`src/rtl/lnk_pkg.sv`:
```
package lnk_pkg;
  typedef enum logic [1:0] {
    LS_PASS     = 2'd0,
    LS_FAIL_RST = 2'd1,
    LS_FAIL     = 2'd2
  } lnk_state_e;
endpackage

```
`src/rtl/lnk_gap_filter.sv`:
```
module lnk_gap_filter #(
  parameter int MIN_GAP_MS = 3
) (
  input  logic clk_i,
  input  logic rst_ni,
  input  logic tick_i,
  input  logic strobe_i,
  output logic valid_o
);
  localparam int GW = $clog2(MIN_GAP_MS + 1);
  localparam logic [GW-1:0] GAP_SAT = GW'(MIN_GAP_MS);

  logic [GW-1:0] gap_q;

  // saturates at MIN_GAP_MS; reset value makes first strobe valid
  always_ff @(posedge clk_i or negedge rst_ni) begin
    if (!rst_ni)                       gap_q <= GAP_SAT;
    else if (strobe_i)                 gap_q <= '0;
    else if (tick_i && gap_q != GAP_SAT) gap_q <= gap_q + GW'(1);
  end

  assign valid_o = strobe_i && (gap_q == GAP_SAT);
endmodule

```
`src/rtl/lnk_loss_timer.sv`:
```
module lnk_loss_timer #(
  parameter int LOSS_MS = 100
) (
  input  logic clk_i,
  input  logic rst_ni,
  input  logic run_i,
  input  logic restart_i,
  input  logic tick_i,
  output logic expire_o
);
  localparam int LW = $clog2(LOSS_MS);
  localparam logic [LW-1:0] LAST = LW'(LOSS_MS - 1);

  logic [LW-1:0] cnt_q;

  always_ff @(posedge clk_i or negedge rst_ni) begin
    if (!rst_ni)                cnt_q <= '0;
    else if (!run_i || restart_i) cnt_q <= '0;
    else if (tick_i)            cnt_q <= cnt_q + LW'(1);
  end

  assign expire_o = run_i && !restart_i && tick_i && (cnt_q == LAST);
endmodule

```
`src/rtl/lnk_recover_cnt.sv`:
```
module lnk_recover_cnt #(
  parameter int NEED = 2
) (
  input  logic clk_i,
  input  logic rst_ni,
  input  logic clear_i,
  input  logic inc_i,
  output logic done_o
);
  localparam int CW = $clog2(NEED + 1);
  localparam logic [CW-1:0] LAST = CW'(NEED - 1);

  logic [CW-1:0] cnt_q;

  always_ff @(posedge clk_i or negedge rst_ni) begin
    if (!rst_ni)       cnt_q <= '0;
    else if (clear_i)  cnt_q <= '0;
    else if (inc_i && cnt_q != LAST) cnt_q <= cnt_q + CW'(1);
  end

  assign done_o = inc_i && !clear_i && (cnt_q == LAST);
endmodule

```
`src/rtl/lnk_integrity_mon.sv`:
```
module lnk_integrity_mon #(
  parameter int LOSS_MS      = 100,
  parameter int MIN_GAP_MS   = 3,
  parameter int RECOV_PULSES = 2
) (
  input  logic clk_i,
  input  logic rst_ni,
  input  logic lt_en_i,
  input  logic force_pass_i,
  input  logic lp_strobe_i,
  input  logic rx_active_i,
  input  logic ms_tick_i,
  output logic link_pass_o,
  output logic tx_dis_o,
  output logic rx_dis_o,
  output logic lpbk_dis_o
);
  import lnk_pkg::*;

  lnk_state_e state_q, state_d;
  logic pulse_ok, expire, rec_done, override, in_pass, in_fail;

  assign override = !lt_en_i || force_pass_i;
  assign in_pass  = (state_q == LS_PASS);
  assign in_fail  = (state_q == LS_FAIL);

  lnk_gap_filter #(.MIN_GAP_MS(MIN_GAP_MS)) u_gap (
    .clk_i    (clk_i),
    .rst_ni   (rst_ni),
    .tick_i   (ms_tick_i),
    .strobe_i (lp_strobe_i),
    .valid_o  (pulse_ok)
  );

  lnk_loss_timer #(.LOSS_MS(LOSS_MS)) u_loss (
    .clk_i     (clk_i),
    .rst_ni    (rst_ni),
    .run_i     (in_pass && !override),
    .restart_i (pulse_ok || rx_active_i),
    .tick_i    (ms_tick_i),
    .expire_o  (expire)
  );

  lnk_recover_cnt #(.NEED(RECOV_PULSES)) u_rec (
    .clk_i   (clk_i),
    .rst_ni  (rst_ni),
    .clear_i (!in_fail || override),
    .inc_i   (pulse_ok && !rx_active_i),
    .done_o  (rec_done)
  );

  always_comb begin
    state_d = state_q;
    if (override) state_d = LS_PASS;
    else begin
      unique case (state_q)
        LS_PASS:     if (expire) state_d = LS_FAIL_RST;
        LS_FAIL_RST: state_d = rx_active_i ? LS_PASS : LS_FAIL;
        LS_FAIL:     if (rx_active_i || rec_done) state_d = LS_PASS;
        default:     state_d = LS_PASS;
      endcase
    end
  end

  always_ff @(posedge clk_i or negedge rst_ni) begin
    if (!rst_ni) state_q <= LS_PASS;
    else         state_q <= state_d;
  end

  assign link_pass_o = in_pass;
  assign tx_dis_o    = !in_pass;
  assign rx_dis_o    = !in_pass;
  assign lpbk_dis_o  = !in_pass;
endmodule

```
`config.mk`:
```
export PLATFORM = sky130hd
export DESIGN_NAME = lnk_integrity_mon
export DESIGN_NICKNAME = d
export VERILOG_FILES = /design/src/rtl/lnk_pkg.sv /design/src/rtl/lnk_gap_filter.sv /design/src/rtl/lnk_loss_timer.sv /design/src/rtl/lnk_recover_cnt.sv /design/src/rtl/lnk_integrity_mon.sv
export SDC_FILE = /design/constraint.sdc
export NUM_CORES = 1
export LEC_CHECK = 0
export ABC_AREA = 1
export BUFFER_PORTS_ARGS = -buffer_cell sky130_fd_sc_hd__clkbuf_2
export CAP_MARGIN = 0
export CORE_MARGIN = 2
export CORE_UTILIZATION = 55
export CTS_CLUSTER_DIAMETER = 200
export CTS_CLUSTER_SIZE = 24
export DETAILED_ROUTE_END_ITERATION = 16
export PLACE_DENSITY = 0.85
export SKIP_CTS_REPAIR_TIMING = 1
export SLEW_MARGIN = 20
export SYNTH_ARGS = -nofsm -noshare
export SYNTH_HDL_FRONTEND = slang
export SYNTH_SLANG_ARGS = --single-unit
```
`constraint.sdc`:
```
create_clock -name clk_i -period 2.4 [get_ports clk_i]
set_input_delay 0 -clock clk_i [delete_from_list [all_inputs] [get_ports clk_i]]
set_output_delay 0 -clock clk_i [all_outputs]
set_load 0.02 [all_outputs]
```
==> impl_metrics.ini, run 1 <==
[final_layout]
final_layout_size_suffix_gt1_share_pct = 22.32
ff_latch_area_um2 = 327.8
nFillCells = 116
diodes = 0
syn_to_final_growth_pct = 13.18
nets = 123
multiInputGateArea_um2 = 360.3
final_area_um2 = 859.6

[global_routing]
grt_pass1_vias = 569
grt_max_degree = 14
grt_pass1_wl_um = 2325
globalRouteOverflowTotal = 0
antenna_found_initial = 0
track_usage_pct = 22.68

[drt]
dr.pass1.iters = 4
num_vias = 643
via_per_inst = 5.063
drt-initial-drc-count = 10
route.detailed.drc = 0
routed_wl_um = 1465
wire_per_inst_um = 11.54
final_antenna_net_count = 0

[timing]
slew_violations = 0
tightest_slew_ps = 319.2
finalSetupViolCount = 0
clock_skew_ps = 0.5495
period_share_pct = 57.13
max-slew-margin-rel_pct = 78.72
period_needed_ps = 1371
finalHoldViolations = 0
rsz0062_at_grt = false
fin_setup_tns_ps = 0
clock.fmax_mhz = 729.4

[power_and_ir_drop]
p_leak_nw = 0.3948
irDropWorstVdd_v = 0.0003546
power_density_nw_per_um2 = 469.2

[cts]
clockBufferDepth = 2
cts_root_buffer = clkbuf_4
tritoncts = built
clock-sinks = 13
path_clk_slew_ps = 80
cts_made_buffers = 3
clock_latency_ps = 280
htree_levels = 1

[worst_setup_path]
r2r_start = u_gap.gap_q[0]
r2r_end = u_rec.cnt_q[1]
reg2regPathDepth = 5
cp.arrival_ps = 1550
critPathRequiredTime_ps = 2580
cp_max_fo = 4
startpoint_type = register
r2r_slack_ps = 1030
endpoint_kind = register
crit_type = register to register

[die]
die_area_um2 = 1694
start_util_pct = 58.37
rows = 13
ios = 11
fp.dieH_um = 41.16
coreArea_um2 = 1301
die_w_um = 41.16

[placed_design]
hpwl_um = 1121
portBuffers = 10
gp_congestion = 0.8016
placed_cell_area_um2 = 813.3

[synthesis]
postSynthCellCount = 98
ys_warn_count = 0
seq_area_frac_synth_pct = 43.16
ys_seq_elements = 13
yosysUniqueCellTypes = 19
synth_area_per_cell_um2 = 7.750
syn_area_um2 = 759.5
synth_nets = 108

[hold_path]
min_path_cells = 3
min_path_type = primary input to register
hold-path-endpoint = state_q[0]
min_from = ms_tick_i

[run_status]
status = finished, final reports clean

[job]
cap_violations = 0
per-layer routing:
metal / wire [um] / global-route usage (%)
met1: 640 / 25.85
met2: 715 / 37.89
met3: 67 / 3.261
met4: 42 / 16.94
met5: 0 / 0
cell usage in the layout, fill, tap and decap left out:
master	count
nand2_1	22
nor2_1	15
inv_1	13
dfrtp_1	11
clkbuf_2	10
nand4_1	6
nand3_1	5
nor3_1	4
nor2_4	3
ha_1	3
clkbuf_4	3
inv_2	2
o21ai_0	2
nor2_2	2
nand2_2	2
dlygate4sd3_1	2
dfstp_2	2
nor3b_1	1
xor2_1	1
nor3_2	1
and2_1	1
clkbuf_1	1
worst max path at each step:
| stage | startpoint | to | slack, ps | cells after the start |
|---|---|---|---|---|
| after floorplan | u_gap.gap_q[0] | u_rec.cnt_q[1] | 1130 | 5 |
| after detailed placement | u_gap.gap_q[0] | u_rec.cnt_q[1] | 1030 | 5 |
| after global routing | u_gap.gap_q[0] | u_rec.cnt_q[0] | 910 | 6 |
| after CTS | u_gap.gap_q[0] | u_rec.cnt_q[1] | 1030 | 5 |
| after global placement | u_gap.gap_q[0] | u_rec.cnt_q[1] | 1080 | 5 |
| final | u_gap.gap_q[0] | u_rec.cnt_q[1] | 1030 | 5 |
registers in the layout (all words and copies together), names as in the netlist:
| signal | count |
|---|---|
| u_loss.cnt_q | 7 |
| u_rec.cnt_q | 2 |
| state_q | 2 |
| u_gap.gap_q | 2 |
power breakdown:
group	internal [mW]	total, mW	switching [mW]
clock	0.0646	0.138	0.0734
combinational	0.0147	0.0376	0.0229
sequential	0.225	0.228	0.00284
cells by family (layout without fill, tap and decap cells):
kind of cell,count (synthesis),in the layout,synth area share (%)
xor+xnor,1,1,1.153
compound gates,2,2,1.318
simple gates,62,62,40.03
flops,13,13,43.16
fa+ha+maj,3,3,4.943
buf+inv,17,31,9.391
layout make-up:
type,count,share of cell area [%]
clock buffer,4,3.057
inverter,15,6.550
multi-input combinational,68,41.92
sequential,13,38.14
tap,15,2.183
timing repair buffer,12,8.151
through the flow:
step | total power [mW] | std cells | setup WS, ps | util (%) | hold slack [ps]
6_report | 0.4033 | 127 | 1029 | 66.06 | 29.77
5_1_grt | 0.4183 | 127 | 908.9 | 66.06 | 53.86
4_1_cts | 0.4027 | 125 | 1028 | 64.52 | -392.3
3_5_place_dp | 0.2670 | 121 | 1034 | 62.50 | -88.60
3_3_place_gp | 0.2643 | 121 | 1084 | 62.50 | -92.86
2_1_floorplan | 0.2508 | 98 | 1134 | - | -295.6
critical path, cell delays in order, from the launching register on:
cell,delay (ps)
dfstp_2,560
ha_1,200
nand2_1,100
nor3_2,200
and2_1,160
nor2_1,40
Yosys cell counts:
master | count | share of area (%)
buf_4 | 2 | 2.0
and2_1 | 1 | 0.82
nand4_1 | 6 | 4.9
nand2_2 | 2 | 1.6
dfrtp_1 | 11 | 36
nor3b_1 | 1 | 0.99
dfstp_2 | 2 | 6.9
inv_2 | 2 | 0.99
nor3_1 | 4 | 2.6
nor3_2 | 1 | 1.3
nor2_1 | 15 | 7.4
nand3_1 | 5 | 3.3
nor2_4 | 3 | 4.4
nor2_2 | 2 | 1.6
inv_1 | 13 | 6.4
ha_1 | 3 | 4.9
xor2_1 | 1 | 1.2
nand2_1 | 22 | 11
o21ai_0 | 2 | 1.3
(Power assumes the default switching activity.)
==> inputs of run 2 (changes only) <==
CORE_UTILIZATION = 48   (was 55)
PLACE_DENSITY = 0.79   (was 0.85)
clock period = 1.1 ns   (was 2.4 ns; I/O delays follow)
==> impl_metrics.ini, run 2 (same netlist as run 1, synthesis figures left out) <==
[job]
cap_violations = 0

[hold_path]
hold-path-endpoint = state_q[0]
min_path_cells = 3
min_path_type = primary input to register
min_from = ms_tick_i

[timing]
max-slew-margin-rel_pct = 78.79
slew_violations = 0
finalSetupViolCount = 14
clock.fmax_mhz = 794.3
fin_setup_tns_ps = -1441
clock_skew_ps = 9.911
rsz0062_at_grt = true
whs_ps = -10.01
finalHoldViolations = 1
tightest_slew_ps = 318.2
fin_ws_ps = -158.9
period_needed_ps = 1259
period_share_pct = 114.4

[power_and_ir_drop]
total_power_uw = 931.2
power_density_nw_per_um2 = 904.3
irDropWorstVdd_v = 0.0006891
p_leak_nw = 0.4668

[drt]
final_antenna_net_count = 0
drt-initial-drc-count = 6
dr.pass1.iters = 4
routed_wl_um = 1515
via_per_inst = 5.043
wire_per_inst_um = 10.98
num_vias = 696
route.detailed.drc = 0

[worst_setup_path]
startpoint_type = register
cp.arrival_ps = 1440
crit_slowest_cell = dfstp_2
r2r_start = u_gap.gap_q[1]
critical_path.cell_chain = ha_4, nand2_4, inv_2, nor2_4, nand2_2, inv_2, nand2_1, nor2_1
cp_common_cell = inv_2
critPathRequiredTime_ps = 1280
crit_type = register to register
r2r_slack_ps = -160
crit_path_max_incr_delay_ps = 560
cp_max_fo = 5
reg2regPathDepth = 8
endpoint_kind = register
r2r_end = u_loss.cnt_q[5]

[global_routing]
grt_max_degree = 14
globalRouteOverflowTotal = 0
grt_pass1_vias = 621
track_usage_pct = 18.60
antenna_found_initial = 0
grt_pass1_wl_um = 2525

[final_layout]
final_cell_mix = 20 x nand2_1, 13 x nor2_1, 11 x dfrtp_1
max_flop_register = u_loss.cnt_q
nets = 133
final_layout_size_suffix_gt1_share_pct = 38.52
largest_register_ff_count = 7
syn_to_final_growth_pct = 35.59
nFillCells = 121
layout_commonest_cell = nand2_1
fin_cells = 138
diodes = 0

[cts]
clockBufferDepth = 2
tritoncts = built
path_clk_slew_ps = 90
cts_made_buffers = 3
clock-sinks = 13
clock_latency_ps = 290
cts_root_buffer = clkbuf_4
htree_levels = 1

[placed_design]
hpwl_um = 1085
gp_congestion = 0.7599
dp.cells = 129
portBuffers = 10
place_ws_ps = -196.9

[die]
start_util_pct = 51.01
die_w_um = 43.78
fp.dieH_um = 43.78
die_area_um2 = 1916
ios = 11
rows = 14
coreArea_um2 = 1489

[run_status]
status = finished, violations left
violations = hold timing, setup timing
-- run 2: cell types whose count changed in the layout (fill, tap and decap cells not counted), sizes merged --
cell    change
clkbuf      -4
buf        +14
-- run 2: worst max-delay path by stage --
stage / slack [ps] / to / cells after the start / from
after floorplan: -130 / u_rec.cnt_q[1] / 5 / u_gap.gap_q[1]
after global placement: -120 / u_rec.cnt_q[1] / 5 / u_gap.gap_q[1]
after detailed placement: -200 / u_rec.cnt_q[1] / 5 / u_gap.gap_q[1]
after CTS: -220 / u_rec.cnt_q[1] / 5 / u_gap.gap_q[1]
after global routing: -230 / u_rec.cnt_q[1] / 5 / u_gap.gap_q[1]
final: -160 / u_loss.cnt_q[5] / 8 / u_gap.gap_q[1]
-- run 2: worst max-delay path: cells and delay by family, from the launching register on --
family | cells | cell delay, ps
buffers and inverters | 2 | 130
adder cells (fa/ha/maj) | 1 | 150
flip-flops | 1 | 560
AND/OR/NAND/NOR | 5 | 310
-- run 2: final cells by class --
type	instances	area (um2)	share of cell area, %
multi-input combinational	68	421.7	40.95
sequential	13	327.8	31.83
timing repair buffer	22	177.7	17.25
inverter	15	56.30	5.468
clock buffer	4	26.28	2.552
tap	16	20.02	1.944
-- run 2: routing by layer --
| metal | routed length (um) | vias to the layer above | global-route usage (%) |
|---|---|---|---|
| li1 | - | 354 | - |
| met5 | 0 | - | 0 |
| met1 | 676 | 320 | 22.61 |
| met4 | 46 | 0 | 12.73 |
| met2 | 733 | 17 | 29.41 |
| met3 | 59 | 5 | 3.750 |
-- run 2: stage by stage --
stage,utilization [%],cell area (um2)
2_1_floorplan,-,785.8
3_3_place_gp,60.00,893.4
3_5_place_dp,60.00,893.4
4_1_cts,61.76,919.6
5_1_grt,69.16,1030
6_report,69.16,1030
-- run 2: power by group --
group	internal (mW)	switching, mW
clock network	0.141	0.169
logic	0.0574	0.0647
registers	0.491	0.00788
total	0.689	0.242
==> inputs of run 3 (changes only) <==
ABC_AREA = default   (was 1)
CORE_UTILIZATION = 47   (was 48)
==> impl_metrics.ini, run 3 <==
[cts]
clock_latency_ps = 280
clock-sinks = 13
htree_levels = 1
clockBufferDepth = 2
tritoncts = built
cts_root_buffer = clkbuf_4
cts_made_buffers = 3
path_clk_slew_ps = 80

[worst_setup_path]
critical_path.cell_chain = inv_1, ha_2, and4bb_2, buf_4, xnor2_1, nor3_1
crit_path_max_incr_delay_ps = 390
cp_max_fo = 3
crit_slowest_cell = dfrtp_1
crit_type = register to register
endpoint_kind = register
startpoint_type = register
critPathRequiredTime_ps = 1300
cp.arrival_ps = 1590

[synthesis]
synth-main-ff-cell = dfrtp_1
ys_seq_elements = 13
postSynthCellCount = 62
seq_area_frac_synth_pct = 48.43
synth_area_per_cell_um2 = 10.92
synth.most_common_cell = dfrtp_1
yosysTopAreaCell = dfrtp_1
yosysUniqueCellTypes = 26
synthTopCellsByArea = dfrtp_1 41%, dfstp_2 7.8%, ha_1 5.5%
yosys-top-cells-count = 11 x dfrtp_1, 7 x nor2_1, 5 x nand2_1
synth_nets = 72
yosysTopAreaCellShare_pct = 40.67
syn_area_um2 = 676.9
synthArstFlopShare_pct = 100.0
ys_warn_count = 0
synth_edf_count = 0

[power_and_ir_drop]
p_leak_nw = 0.4421
irDropWorstVdd_v = 0.0009137
total_power_uw = 888.8
intPower_uw = 671.5
power_frac_seq_pct = 55.8
swShare_pct = 24.45
power_frac_comb_pct = 9.8
power_density_nw_per_um2 = 904.9
pwr-share-clk_pct = 34.4
power_switching_uw = 217.4

[drt]
wl_met2_um = 790
drt-initial-drc-count = 9
dr.pass1.iters = 3
num_vias = 546
wl_met3_um = 34
final_antenna_net_count = 0
route.detailed.drc = 0
wl_met1_um = 649
via_per_inst = 5.151
routed_wl_um = 1489
wire_per_inst_um = 14.05
top_layer = met4

[placed_design]
portBuffers = 10
placed_cell_area_um2 = 855.8
hpwl_um = 1020
gp_congestion = 0.7295

[final_layout]
largest_register_ff_count = 7
final_layout_size_suffix_gt1_share_pct = 53.85
nets = 102
syn_to_final_growth_pct = 45.10
diodes = 0
layout_commonest_cell = buf_4
finalCoreUtilization_pct = 74.55
final_area_um2 = 982.2
max_flop_register = u_loss.cnt_q
final_cell_mix = 14 x buf_4, 11 x dfrtp_1, 7 x clkbuf_2

[timing]
period_needed_ps = 1387
clock_skew_ps = 3.753
fin_ws_ps = -287.1
slew_violations = 0
rsz0062_at_grt = true
period_share_pct = 126.1
clock.fmax_mhz = 720.9
whs_ps = -76.01
finalSetupViolCount = 16
max-slew-margin-rel_pct = 77.76
tightest_slew_ps = 333.6
fin_setup_tns_ps = -2494
finalHoldViolations = 1

[die]
ios = 11
start_util_pct = 51.38
rows = 13
fp.dieH_um = 41.95
die_area_um2 = 1760
coreArea_um2 = 1318
die_w_um = 41.95

[global_routing]
grt_pass1_wl_um = 2373
globalRouteOverflowTotal = 0
antenna_found_initial = 0
grt_pass1_vias = 545
grt_max_degree = 14
track_usage_pct = 18.41

[job]
cap_violations = 0

[hold_path]
min_path_type = primary input to register

[run_status]
status = finished, violations left
violations = hold timing, setup timing
## run 3: worst max-delay path, delay by kind of cell (launching register included)
family | cells | cell delay [ps]
flip-flops | 1 | 390
adder cells (fa/ha/maj) | 1 | 190
XOR/XNOR | 1 | 110
buffers and inverters | 2 | 210
AND/OR/NAND/NOR | 2 | 400
## run 3: power groups by stage
stage | Clock [mW] | Combinational, mW | Sequential (mW)
6_report | 0.306 | 0.0867 | 0.496
5_1_grt | 0.333 | 0.0976 | 0.497
4_1_cts | 0.307 | 0.0705 | 0.495
3_5_place_dp | 0 | 0.0701 | 0.505
3_3_place_gp | 0 | 0.0669 | 0.504
2_1_floorplan | 0 | 0.0318 | 0.504
## run 3: logic make-up (layout without fill, tap and decap cells)
family                     Yosys count  after routing  synth area share (%)
DFF                                 13             13                 48.43
and+or+nand+nor                     26             26                 22.74
xor gates and xnor gates             5              5                 6.471
AOI/OAI and AO/OA                    9              9                 10.54
adders and majority gates            3              3                 5.546
buffers and inverters                4             33                 3.325
muxes                                2              2                 2.958
## run 3: per-stage QoR
stage	setup WS [ps]	std cells
global route	-351.7	106
CTS	-314.5	102
global placement	-226.2	98
finish	-287.1	106
floorplan	-218.1	62
detailed placement	-292.7	98
## run 3: layout make-up
class	count	area, um2
multi-input cells	45	394.1
repair buffers	27	205.2
flip-flops and latches	13	327.8
fillers	84	335.3
clock buffers	4	26.28
inverters	2	10.01
well taps	15	18.77
## run 3: per-layer routing
metal	vias up	global-route usage, %
li1	277	-
met1	259	22.38
met2	8	30.31
met3	2	3.913
met4	0	9.677
met5	-	0
## run 3: worst paths after layout
kind | cells after the start | start | end | slack (ps)
max | 6 | u_rec.cnt_q[1] | u_rec.cnt_q[0] | -290
min | 2 | rx_active_i | state_q[1] | -80
max reg2reg | 6 | u_rec.cnt_q[1] | u_rec.cnt_q[0] | -290
min reg2reg | 2 | u_gap.gap_q[0] | u_gap.gap_q[0] | 530
max in group asynchronous | 2 | rst_ni | u_gap.gap_q[1] | 670
min in group asynchronous | 2 | rst_ni | u_loss.cnt_q[0] | 140
